[config.mk]
export PLATFORM = sky130hd
export DESIGN_NAME = dma_dst_chan
export DESIGN_NICKNAME = d
export VERILOG_FILES = /design/src/rtl/dma_dst_pkg.sv /design/src/rtl/dma_burst_ctr.sv /design/src/rtl/dma_addr_gen.sv /design/src/rtl/dma_dst_chan.sv
export SDC_FILE = /design/constraint.sdc
export NUM_CORES = 1
export LEC_CHECK = 0
export ABC_AREA = 1
export BUFFER_PORTS_ARGS = -buffer_cell sky130_fd_sc_hd__buf_2
export CORE_MARGIN = 5
export CORE_UTILIZATION = 30
export DETAILED_ROUTE_END_ITERATION = 8
export PLACE_DENSITY = 0.46
export SLEW_MARGIN = 20
export SYNTH_ARGS = -nofsm -noshare
export SYNTH_HDL_FRONTEND = slang
export SYNTH_SLANG_ARGS = --single-unit
[constraint.sdc]
create_clock -name clk -period 2.05 [get_ports clk]
set_input_delay 0.205 -clock clk [delete_from_list [all_inputs] [get_ports clk]]
set_output_delay 0.205 -clock clk [all_outputs]
set_load 0.05 [all_outputs]
[src/rtl/dma_dst_pkg.sv]
package dma_dst_pkg;
  typedef enum logic [1:0] {
    RESTART_STOP   = 2'd0,
    RESTART_RELOAD = 2'd1,
    RESTART_KEEP   = 2'd2
  } restart_e;

  function automatic restart_e decode_restart(input logic continuous, input logic keep);
    if (!continuous)
      return RESTART_STOP;
    else if (keep)
      return RESTART_KEEP;
    else
      return RESTART_RELOAD;
  endfunction
endpackage

[src/rtl/dma_burst_ctr.sv]
module dma_burst_ctr #(
  parameter int CW = 16
) (
  input  logic          clk,
  input  logic          rst,
  input  logic          clr,
  input  logic          adv,
  input  logic [CW-1:0] size,
  output logic          last
);
  localparam logic [CW-1:0] ONE = {{(CW-1){1'b0}}, 1'b1};

  logic [CW-1:0] cnt;
  logic [CW-1:0] cnt_inc;

  assign cnt_inc = cnt + ONE;
  assign last    = (cnt_inc == size);

  always_ff @(posedge clk) begin
    if (rst || clr)
      cnt <= '0;
    else if (adv)
      cnt <= last ? '0 : cnt_inc;
  end
endmodule

[src/rtl/dma_addr_gen.sv]
module dma_addr_gen #(
  parameter int AW = 16
) (
  input  logic          clk,
  input  logic          rst,
  input  logic          load,
  input  logic          adv,
  input  logic [AW-1:0] start,
  input  logic [AW-1:0] step,
  output logic [AW-1:0] addr
);
  always_ff @(posedge clk) begin
    if (rst)
      addr <= '0;
    else if (load)
      addr <= start;
    else if (adv)
      addr <= addr + step;
  end
endmodule

[src/rtl/dma_dst_chan.sv]
module dma_dst_chan
  import dma_dst_pkg::*;
#(
  parameter int AW = 16,
  parameter int DW = 16,
  parameter int CW = 16
) (
  input  logic          clk,
  input  logic          rst,
  input  logic          arm,
  input  logic [AW-1:0] cfg_start_addr,
  input  logic [AW-1:0] cfg_step,
  input  logic [CW-1:0] cfg_wrap_size,
  input  logic [CW-1:0] cfg_xfer_size,
  input  logic          cfg_continuous,
  input  logic          cfg_keep_addr,
  input  logic          cfg_irq_en,
  input  logic          rx_req,
  input  logic [DW-1:0] rx_data,
  output logic          wr_en,
  output logic [AW-1:0] wr_addr,
  output logic [DW-1:0] wr_data,
  output logic          irq,
  output logic          busy
);
  // Captured programming
  logic [AW-1:0] c_start;
  logic [AW-1:0] c_step;
  logic [CW-1:0] c_wrap;
  logic [CW-1:0] c_xfer;
  restart_e      c_mode;
  logic          c_irq_en;

  logic          running;
  logic          adv;
  logic          wrap_last;
  logic          xfer_last;
  logic          xfer_end;
  logic          reload;
  logic          addr_load;
  logic [AW-1:0] addr_start;
  logic [AW-1:0] cur_addr;

  always_ff @(posedge clk) begin
    if (rst) begin
      c_start  <= '0;
      c_step   <= '0;
      c_wrap   <= '0;
      c_xfer   <= '0;
      c_mode   <= RESTART_STOP;
      c_irq_en <= 1'b0;
    end else if (arm) begin
      c_start  <= cfg_start_addr;
      c_step   <= cfg_step;
      c_wrap   <= cfg_wrap_size;
      c_xfer   <= cfg_xfer_size;
      c_mode   <= decode_restart(cfg_continuous, cfg_keep_addr);
      c_irq_en <= cfg_irq_en;
    end
  end

  assign adv        = running && rx_req && !arm;
  assign xfer_end   = adv && xfer_last;
  assign reload     = xfer_end && (c_mode == RESTART_RELOAD);
  assign addr_load  = arm || reload || (adv && wrap_last);
  assign addr_start = arm ? cfg_start_addr : c_start;

  dma_burst_ctr #(.CW(CW)) i_wrap_ctr (
    .clk  (clk),
    .rst  (rst),
    .clr  (arm || reload),
    .adv  (adv),
    .size (c_wrap),
    .last (wrap_last)
  );

  dma_burst_ctr #(.CW(CW)) i_xfer_ctr (
    .clk  (clk),
    .rst  (rst),
    .clr  (arm),
    .adv  (adv),
    .size (c_xfer),
    .last (xfer_last)
  );

  dma_addr_gen #(.AW(AW)) i_addr_gen (
    .clk   (clk),
    .rst   (rst),
    .load  (addr_load),
    .adv   (adv),
    .start (addr_start),
    .step  (c_step),
    .addr  (cur_addr)
  );

  always_ff @(posedge clk) begin
    if (rst)
      running <= 1'b0;
    else if (arm)
      running <= 1'b1;
    else if (xfer_end && c_mode == RESTART_STOP)
      running <= 1'b0;
  end

  always_ff @(posedge clk) begin
    if (rst) begin
      wr_en   <= 1'b0;
      wr_addr <= '0;
      wr_data <= '0;
      irq     <= 1'b0;
    end else begin
      wr_en <= adv;
      irq   <= xfer_end && c_irq_en;
      if (adv) begin
        wr_addr <= cur_addr;
        wr_data <= rx_data;
      end
    end
  end

  assign busy = running;
endmodule

==> After elaboration in Yosys (flattened, before gate mapping) <==
Cells that the tools add are included.
{ "totals": {"reg_bits": 150, "input_bits": 87, "output_inout_bits": 35, "word_cells": 44} }
{ "op_classes": {"add_sub_neg": 3, "n_eq_ne": 3, "n_mux": 9, "n_reduce_logical": 15} }
{ "op_table": {"columns": ["cell", "n"], "rows": [
  ["$mux W16", 5],
  ["$add A16 B1 Y16 const B", 2],
  ["$eq A16 B16 Y1", 2],
  ["$add A16 B16 Y16", 1],
  ["$logic_and A1 B1 Y1", 7],
  ["$logic_or A1 B1 Y1", 4],
  ["$mux W2", 2],
  ["$reduce_bool A2 Y1", 2],
  ["$eq A2 B1 Y1 const B", 1],
  ["$logic_not A2 Y1", 1],
  ["$mux W1", 2],
  ["$logic_not A1 Y1", 1]
]} }

==> Longest topological paths before layout <==
{ "logic_depth": {"ltp_word": 7, "mapped_depth": 18} }

==> Cells and area by module <==
Synthesis repeated with hierarchy kept, for this count alone.
{ "unflattened": {"hier_cells": 1206, "area_unflattened_um2": 8630.8} }
{ "modules_own_cells": {"columns": ["mod", "instances", "cells_each", "area_each_um2", "seq_area_each_um2"], "rows": [
  ["dma_dst_chan", 1, 462, 3649.8, 2042.0],
  ["dma_burst_ctr", 2, 247, 1690.4, 320.3],
  ["dma_addr_gen", 1, 250, 1600.3, 320.3]
]} }

==> Least setup slack after synthesis <==
OpenSTA, ideal clock, no wires.
{ "synth_path": {"kind": "register -> register", "start": "reg i_wrap_ctr.cnt[0]", "end": "reg i_addr_gen.addr[7]", "setup_ps": 114, "arrival_time_ps": 2096, "path_slack_ps": -160, "stages_incl_launch_ff": 16, "period_less_slack_ps": 2210, "path_cell_list": "dfxtp_1 -> ha_1 -> nand2_1 -> nor2_1 -> nand3_1 -> nand2_1 -> nand2_1 -> nand2_1 -> nand3_1 -> nor2_1 -> nand4_1 -> nand3_4 -> buf_6 -> nor2_1 -> o21bai_1 -> inv_1"} }
{ "synth_between": {"elab_chain_len": 5, "word_cells_on_any_way": 6, "cone_classes": "add/sub (1); eq/ne (1); mux (1); reduce/logical (3)"} }
{ "synth_rtl": {"columns": ["item", "line_no", "text"], "rows": [
  ["start, declared", "dma_burst_ctr.sv:13", "logic [CW-1:0] cnt;"],
  ["start signal, assigned", "dma_burst_ctr.sv:23", "cnt <= last ? '0 : cnt_inc;"],
  ["$add A16 B1 Y16 (*)", "dma_burst_ctr.sv:16", "assign cnt_inc = cnt + ONE;"],
  ["$eq A16 B16 Y1 (*)", "dma_burst_ctr.sv:17", "assign last = (cnt_inc == size);"],
  ["$logic_and A1 B1 Y1 (*)", "dma_dst_chan.sv:65", "assign addr_load = arm || reload || (adv && wrap_last);"],
  ["$logic_or A1 B1 Y1 (*)", "dma_dst_chan.sv:65", null],
  ["$mux W16 / $reduce_bool A2 Y1 (equally long branches)", null, null],
  ["end signal, assigned", "dma_addr_gen.sv:16", "addr <= start;"],
  ["end signal, assigned", "dma_addr_gen.sv:18", "addr <= addr + step;"],
  ["end, declared", "dma_addr_gen.sv:10", "output logic [AW-1:0] addr"]
]} }
Every way passes the cells marked *; elsewhere a longest branch is shown, timed or not.
A chain may end at the register's enable or synchronous reset.

==> Final worst setup path <==
{ "layout_path": {"start": "reg i_xfer_ctr.cnt[0]", "end": "reg i_addr_gen.addr[14]"} }
{ "layout_between": {"elab_chain_len": 7, "word_cells_on_any_way": 8, "cone_classes": "add/sub (1); eq/ne (1); mux (1); reduce/logical (5)"} }
{ "layout_rtl": {"columns": ["item", "line_no", "text"], "rows": [
  ["start, declared", "dma_burst_ctr.sv:13", null],
  ["start signal, assigned", "dma_burst_ctr.sv:23", null],
  ["$add A16 B1 Y16 (*)", "dma_burst_ctr.sv:16", null],
  ["$eq A16 B16 Y1 (*)", "dma_burst_ctr.sv:17", null],
  ["$logic_and A1 B1 Y1 (*)", "dma_dst_chan.sv:63", "assign xfer_end = adv && xfer_last;"],
  ["$logic_and A1 B1 Y1 (*)", "dma_dst_chan.sv:64", "assign reload = xfer_end && (c_mode == RESTART_RELOAD);"],
  ["$logic_or A1 B1 Y1 (*) (2 in series)", "dma_dst_chan.sv:65", null],
  ["$mux W16 / $reduce_bool A2 Y1 (equally long branches)", null, null]
]} }
Marks and branches as above.

==> impl_results.rst <==
.. list-table::
   :header-rows: 1

   * - Metric
     - Value
   * - Result of the run
     - complete, but fails checks
   * - Violated checks
     - negative setup slack
   * - I/O pins
     - between 100 and 150
   * - Worst Slack Setup Final
     - -0.281 ns
   * - Fraction of the yosys area taken by sequential cells
     - 0.379
   * - Gp weighted congestion
     - between 0.8 and 0.9
   * - Count of mapped cells out of synthesis
     - about 1200
   * - Fraction of power spent switching nets
     - 0.289
   * - H-tree depth
     - 4
   * - Number of enable flip-flop cells after synthesis
     - 0
   * - Slew headroom
     - 0.650
   * - Placement-stage cell area
     - around 10000 um2
   * - Crit path kind
     - flip-flop to flip-flop
   * - Area share of the largest cell type after synthesis
     - 0.379
   * - Post-Synthesis Mean Instance Area
     - roughly 6.7 um2
   * - Effective utilization at floorplan
     - 0.304
   * - Share of post-route cells with drive strength above 1
     - 0.313
   * - Setup repair after global routing missed its margin
     - true
   * - Most common cell after layout, fill and taps aside
     - sky130_fd_sc_hd__nand2_1
   * - Count of synthesis-stage warnings from yosys
     - 0
   * - Clock tree from TritonCTS
     - yes
   * - Number of endpoints failing setup at the final stage
     - 49
   * - Reported leakage power
     - between 5 and 6 nW
   * - Global route overflow
     - 0
   * - Flops & latches, synth
     - 150
   * - Total of fill cells in the finished design
     - 2729
   * - Main area contributors after synthesis
     - sky130_fd_sc_hd__dfxtp_1 38%, sky130_fd_sc_hd__nand2_1 12%, sky130_fd_sc_hd__nor2_1 8.5%
   * - Post-Layout Cell Count
     - between 1500 and 2000
   * - Num CTS Buffers
     - 17
   * - Worst-Skew Late Latency
     - about 0.43 ns
   * - Fin. Hold Viols
     - 0
   * - Sequential share of power
     - 0.410
   * - Clock power share
     - 0.433
   * - Final design utilization
     - 0.436
   * - Total Routing Usage GR
     - 0.176
   * - Proportion of synthesized flip-flops having asynchronous set or reset
     - 0
   * - First DRT Iteration DRCs
     - approximately 470
   * - Cell type with the largest total area after synthesis
     - sky130_fd_sc_hd__dfxtp_1
   * - Number of distinct standard cells referenced by the synthesized netlist
     - 41
   * - Most used cells in the layout excluding fill and tap cells
     - 226 x sky130_fd_sc_hd__nand2_1, 178 x sky130_fd_sc_hd__buf_4, 170 x sky130_fd_sc_hd__nor2_1, 134 x sky130_fd_sc_hd__dfxtp_1, 121 x sky130_fd_sc_hd__buf_2
   * - Worst-path clk slew
     - approximately 0.070 ns
   * - N_diodes
     - 0
   * - Worst hold-check path type
     - input pin to flip-flop
   * - Placed wire-length estimate after detailed placement
     - about 19000 um
   * - Maximum fanout encountered on the critical timing path
     - 7
   * - I/O Buffers
     - between 100 and 150
   * - Ys flop type
     - sky130_fd_sc_hd__dfxtp_1
   * - Number of global-route vias before repair
     - about 8400
   * - Horiz. Die Dim
     - between 150 and 200 um
   * - Power spent charging and discharging nets
     - 2.22 mW
   * - Worst-Margin Slew
     - around 0.53 ns
   * - Cell at the root of the clock tree
     - sky130_fd_sc_hd__clkbuf_16
   * - Cells after DPL
     - about 1800
   * - Data required time at the worst endpoint
     - 2.37 ns
   * - Nets
     - 1585
   * - Die area
     - just under 30000 um2
   * - Cell-internal power
     - 5.46 mW
   * - Post-route standard cell area excluding fillers
     - 11400 um2
   * - Number of remaining DRC errors
     - 0
   * - Worst Hold Margin
     - 0.0174 ns
   * - Synthesized Nets
     - 1290
   * - Worst path arrival time
     - 2.65 ns
   * - Final wirelength
     - between 20000 and 30000 um
   * - Synthesis-to-layout area growth
     - 43.4%
   * - Final clock skew
     - around 0.012 ns
   * - Via density per instance
     - between 4 and 5
   * - WL/cell
     - around 15 um
   * - Total Power Consumption
     - 7.67 mW
   * - Placeable core region
     - roughly 26000 um2
   * - Vertical die dimension
     - 173 um
   * - Portion of the clock cycle consumed by the worst path in the final layout
     - 1.14
   * - First-pass iteration count of the detailed router
     - 5
   * - First-pass GRT wire length
     - 43200 um
   * - Share of total power in combinational logic
     - 0.157
   * - Startpoint Class
     - flip-flop
   * - Power per Cell Area
     - ~680 nW/um2
   * - Antenna-violating nets left
     - 0
   * - Antenna violations before repair
     - 0
   * - Peak supply drop
     - 0.000450 V
   * - Final-report max-slew violation count
     - 0
   * - Peak Freq
     - 429 MHz
   * - Placement Rows
     - ~60
   * - Number of max-cap violations
     - 0
   * - Maximum number of pins on one net before global-route repair
     - 88
   * - CTS Sinks
     - 150
   * - Setup crit end kind
     - flip-flop
   * - Area of the mapped netlist
     - 7930 um2
   * - Total via count after detailed routing
     - approximately 8500
   * - Setup TNS
     - -8.33 ns
   * - Time the worst path needs with I/O delays and setup
     - 2.33 ns
   * - Pre-CTS setup slack
     - -0.439 ns
   * - Number of buffers on the longest clock path
     - 2
-- path summary, 6_finish.rpt --
kind                          start                   to  slack, ns  cells past startpoint
setup / recovery  i_xfer_ctr.cnt[0]  i_addr_gen.addr[14]      -0.28                     15
hold / removal     cfg_wrap_size[1]            c_wrap[1]       0.02                      3
hold reg to reg           c_xfer[7]            c_xfer[7]       0.47                      2
setup reg to reg  i_xfer_ctr.cnt[0]  i_addr_gen.addr[14]      -0.28                     15
-- cells by family (layout without fill, tap and decap cells) --
logic type | count (synthesis) | count (layout) | share of synthesized area
adder cells (fa/ha/maj) | 18 | 18 | 0.0294
flip-flops | 150 | 150 | 0.379
multiplexers | 2 | 2 | 0.00253
XOR/XNOR | 19 | 19 | 0.0210
AO/OA/AOI/OAI | 208 | 208 | 0.138
AND/OR/NAND/NOR | 615 | 617 | 0.344
buffers and inverters | 173 | 479 | 0.0860
-- cells in the mapped netlist, types with 2 or more instances --
library cell,n
sky130_fd_sc_hd__o211ai_1,2
sky130_fd_sc_hd__nor3_1,4
sky130_fd_sc_hd__buf_2,5
sky130_fd_sc_hd__o21bai_1,11
sky130_fd_sc_hd__nand2_2,8
sky130_fd_sc_hd__nand3b_1,2
sky130_fd_sc_hd__nand4_1,42
sky130_fd_sc_hd__o21ai_0,106
sky130_fd_sc_hd__nand3_1,95
sky130_fd_sc_hd__or2_2,22
sky130_fd_sc_hd__a21o_1,3
sky130_fd_sc_hd__xor2_1,14
sky130_fd_sc_hd__xnor2_1,5
sky130_fd_sc_hd__nor2_4,6
sky130_fd_sc_hd__a21oi_1,80
sky130_fd_sc_hd__inv_2,2
sky130_fd_sc_hd__buf_6,3
sky130_fd_sc_hd__dfxtp_1,150
sky130_fd_sc_hd__nor2_2,3
sky130_fd_sc_hd__inv_1,118
sky130_fd_sc_hd__ha_1,17
sky130_fd_sc_hd__nor2_1,180
sky130_fd_sc_hd__buf_1,8
sky130_fd_sc_hd__mux2i_1,2
sky130_fd_sc_hd__nand2_1,246
sky130_fd_sc_hd__clkbuf_1,36
-- what timing repair did --
action	4_1_cts	5_1_grt
gates cloned	2	1
buffers inserted	4	8
pin swaps	25	17
hold endpoints to repair	14	0
hold buffers	14	0
gates resized for setup	44	45
setup endpoints to repair	50	50
-- critical path, cell delays in order, from the launching register on --
cell	delay (ns)
sky130_fd_sc_hd__dfxtp_4	0.38
sky130_fd_sc_hd__ha_4	0.16
sky130_fd_sc_hd__nand3_2	0.11
sky130_fd_sc_hd__nor2_4	0.18
sky130_fd_sc_hd__nand4_1	0.13
sky130_fd_sc_hd__nand3_1	0.13
sky130_fd_sc_hd__nand2_1	0.06
sky130_fd_sc_hd__nor2_1	0.12
sky130_fd_sc_hd__nand2_2	0.09
sky130_fd_sc_hd__nor2_4	0.15
sky130_fd_sc_hd__nand4_4	0.23
sky130_fd_sc_hd__buf_6	0.22
sky130_fd_sc_hd__nand4_1	0.07
sky130_fd_sc_hd__nand3_1	0.07
sky130_fd_sc_hd__nand3_1	0.10
sky130_fd_sc_hd__inv_1	0.04
-- power by group through the flow --
stage | logic [mW] | clock network (mW) | registers, mW
global route | 1.35 | 3.53 | 3.16
floorplan | 0.609 | 0 | 3.29
global placement | 1.15 | 0 | 3.21
detailed placement | 1.16 | 0 | 3.21
CTS | 1.20 | 3.42 | 3.15
finish | 1.21 | 3.32 | 3.14
-- per-layer routing --
metal	GRT usage	vias to the layer above	wire (um)
met1	0.222	3893	12000
met3	0.0354	30	1030
met2	0.306	163	13100
met4	0.0469	0	513
met5	0	-	0
li1	-	4455	-
-- flip-flops by register name (all words and copies together) (netlist names) --
register and count:
busy 1, c_irq_en 1, c_mode 2, c_start 16, c_step 16, c_wrap 16
c_xfer 16, i_addr_gen.addr 16, i_wrap_ctr.cnt 16, i_xfer_ctr.cnt 16, irq 1, wr_addr 16
wr_data 16, wr_en 1
-- area by class of cell --
type,count,area (um2),share of cell area
Sequential cell,150,3040,0.267
Timing Repair Buffer,327,2290,0.201
Clock buffer,19,453,0.0399
Tap cell,335,419,0.0369
Multi-Input combinational cell,864,4560,0.401
Clock inverter,13,155,0.0137
Inverter,120,452,0.0397
Note: power is estimated with default switching activity, not from simulation.
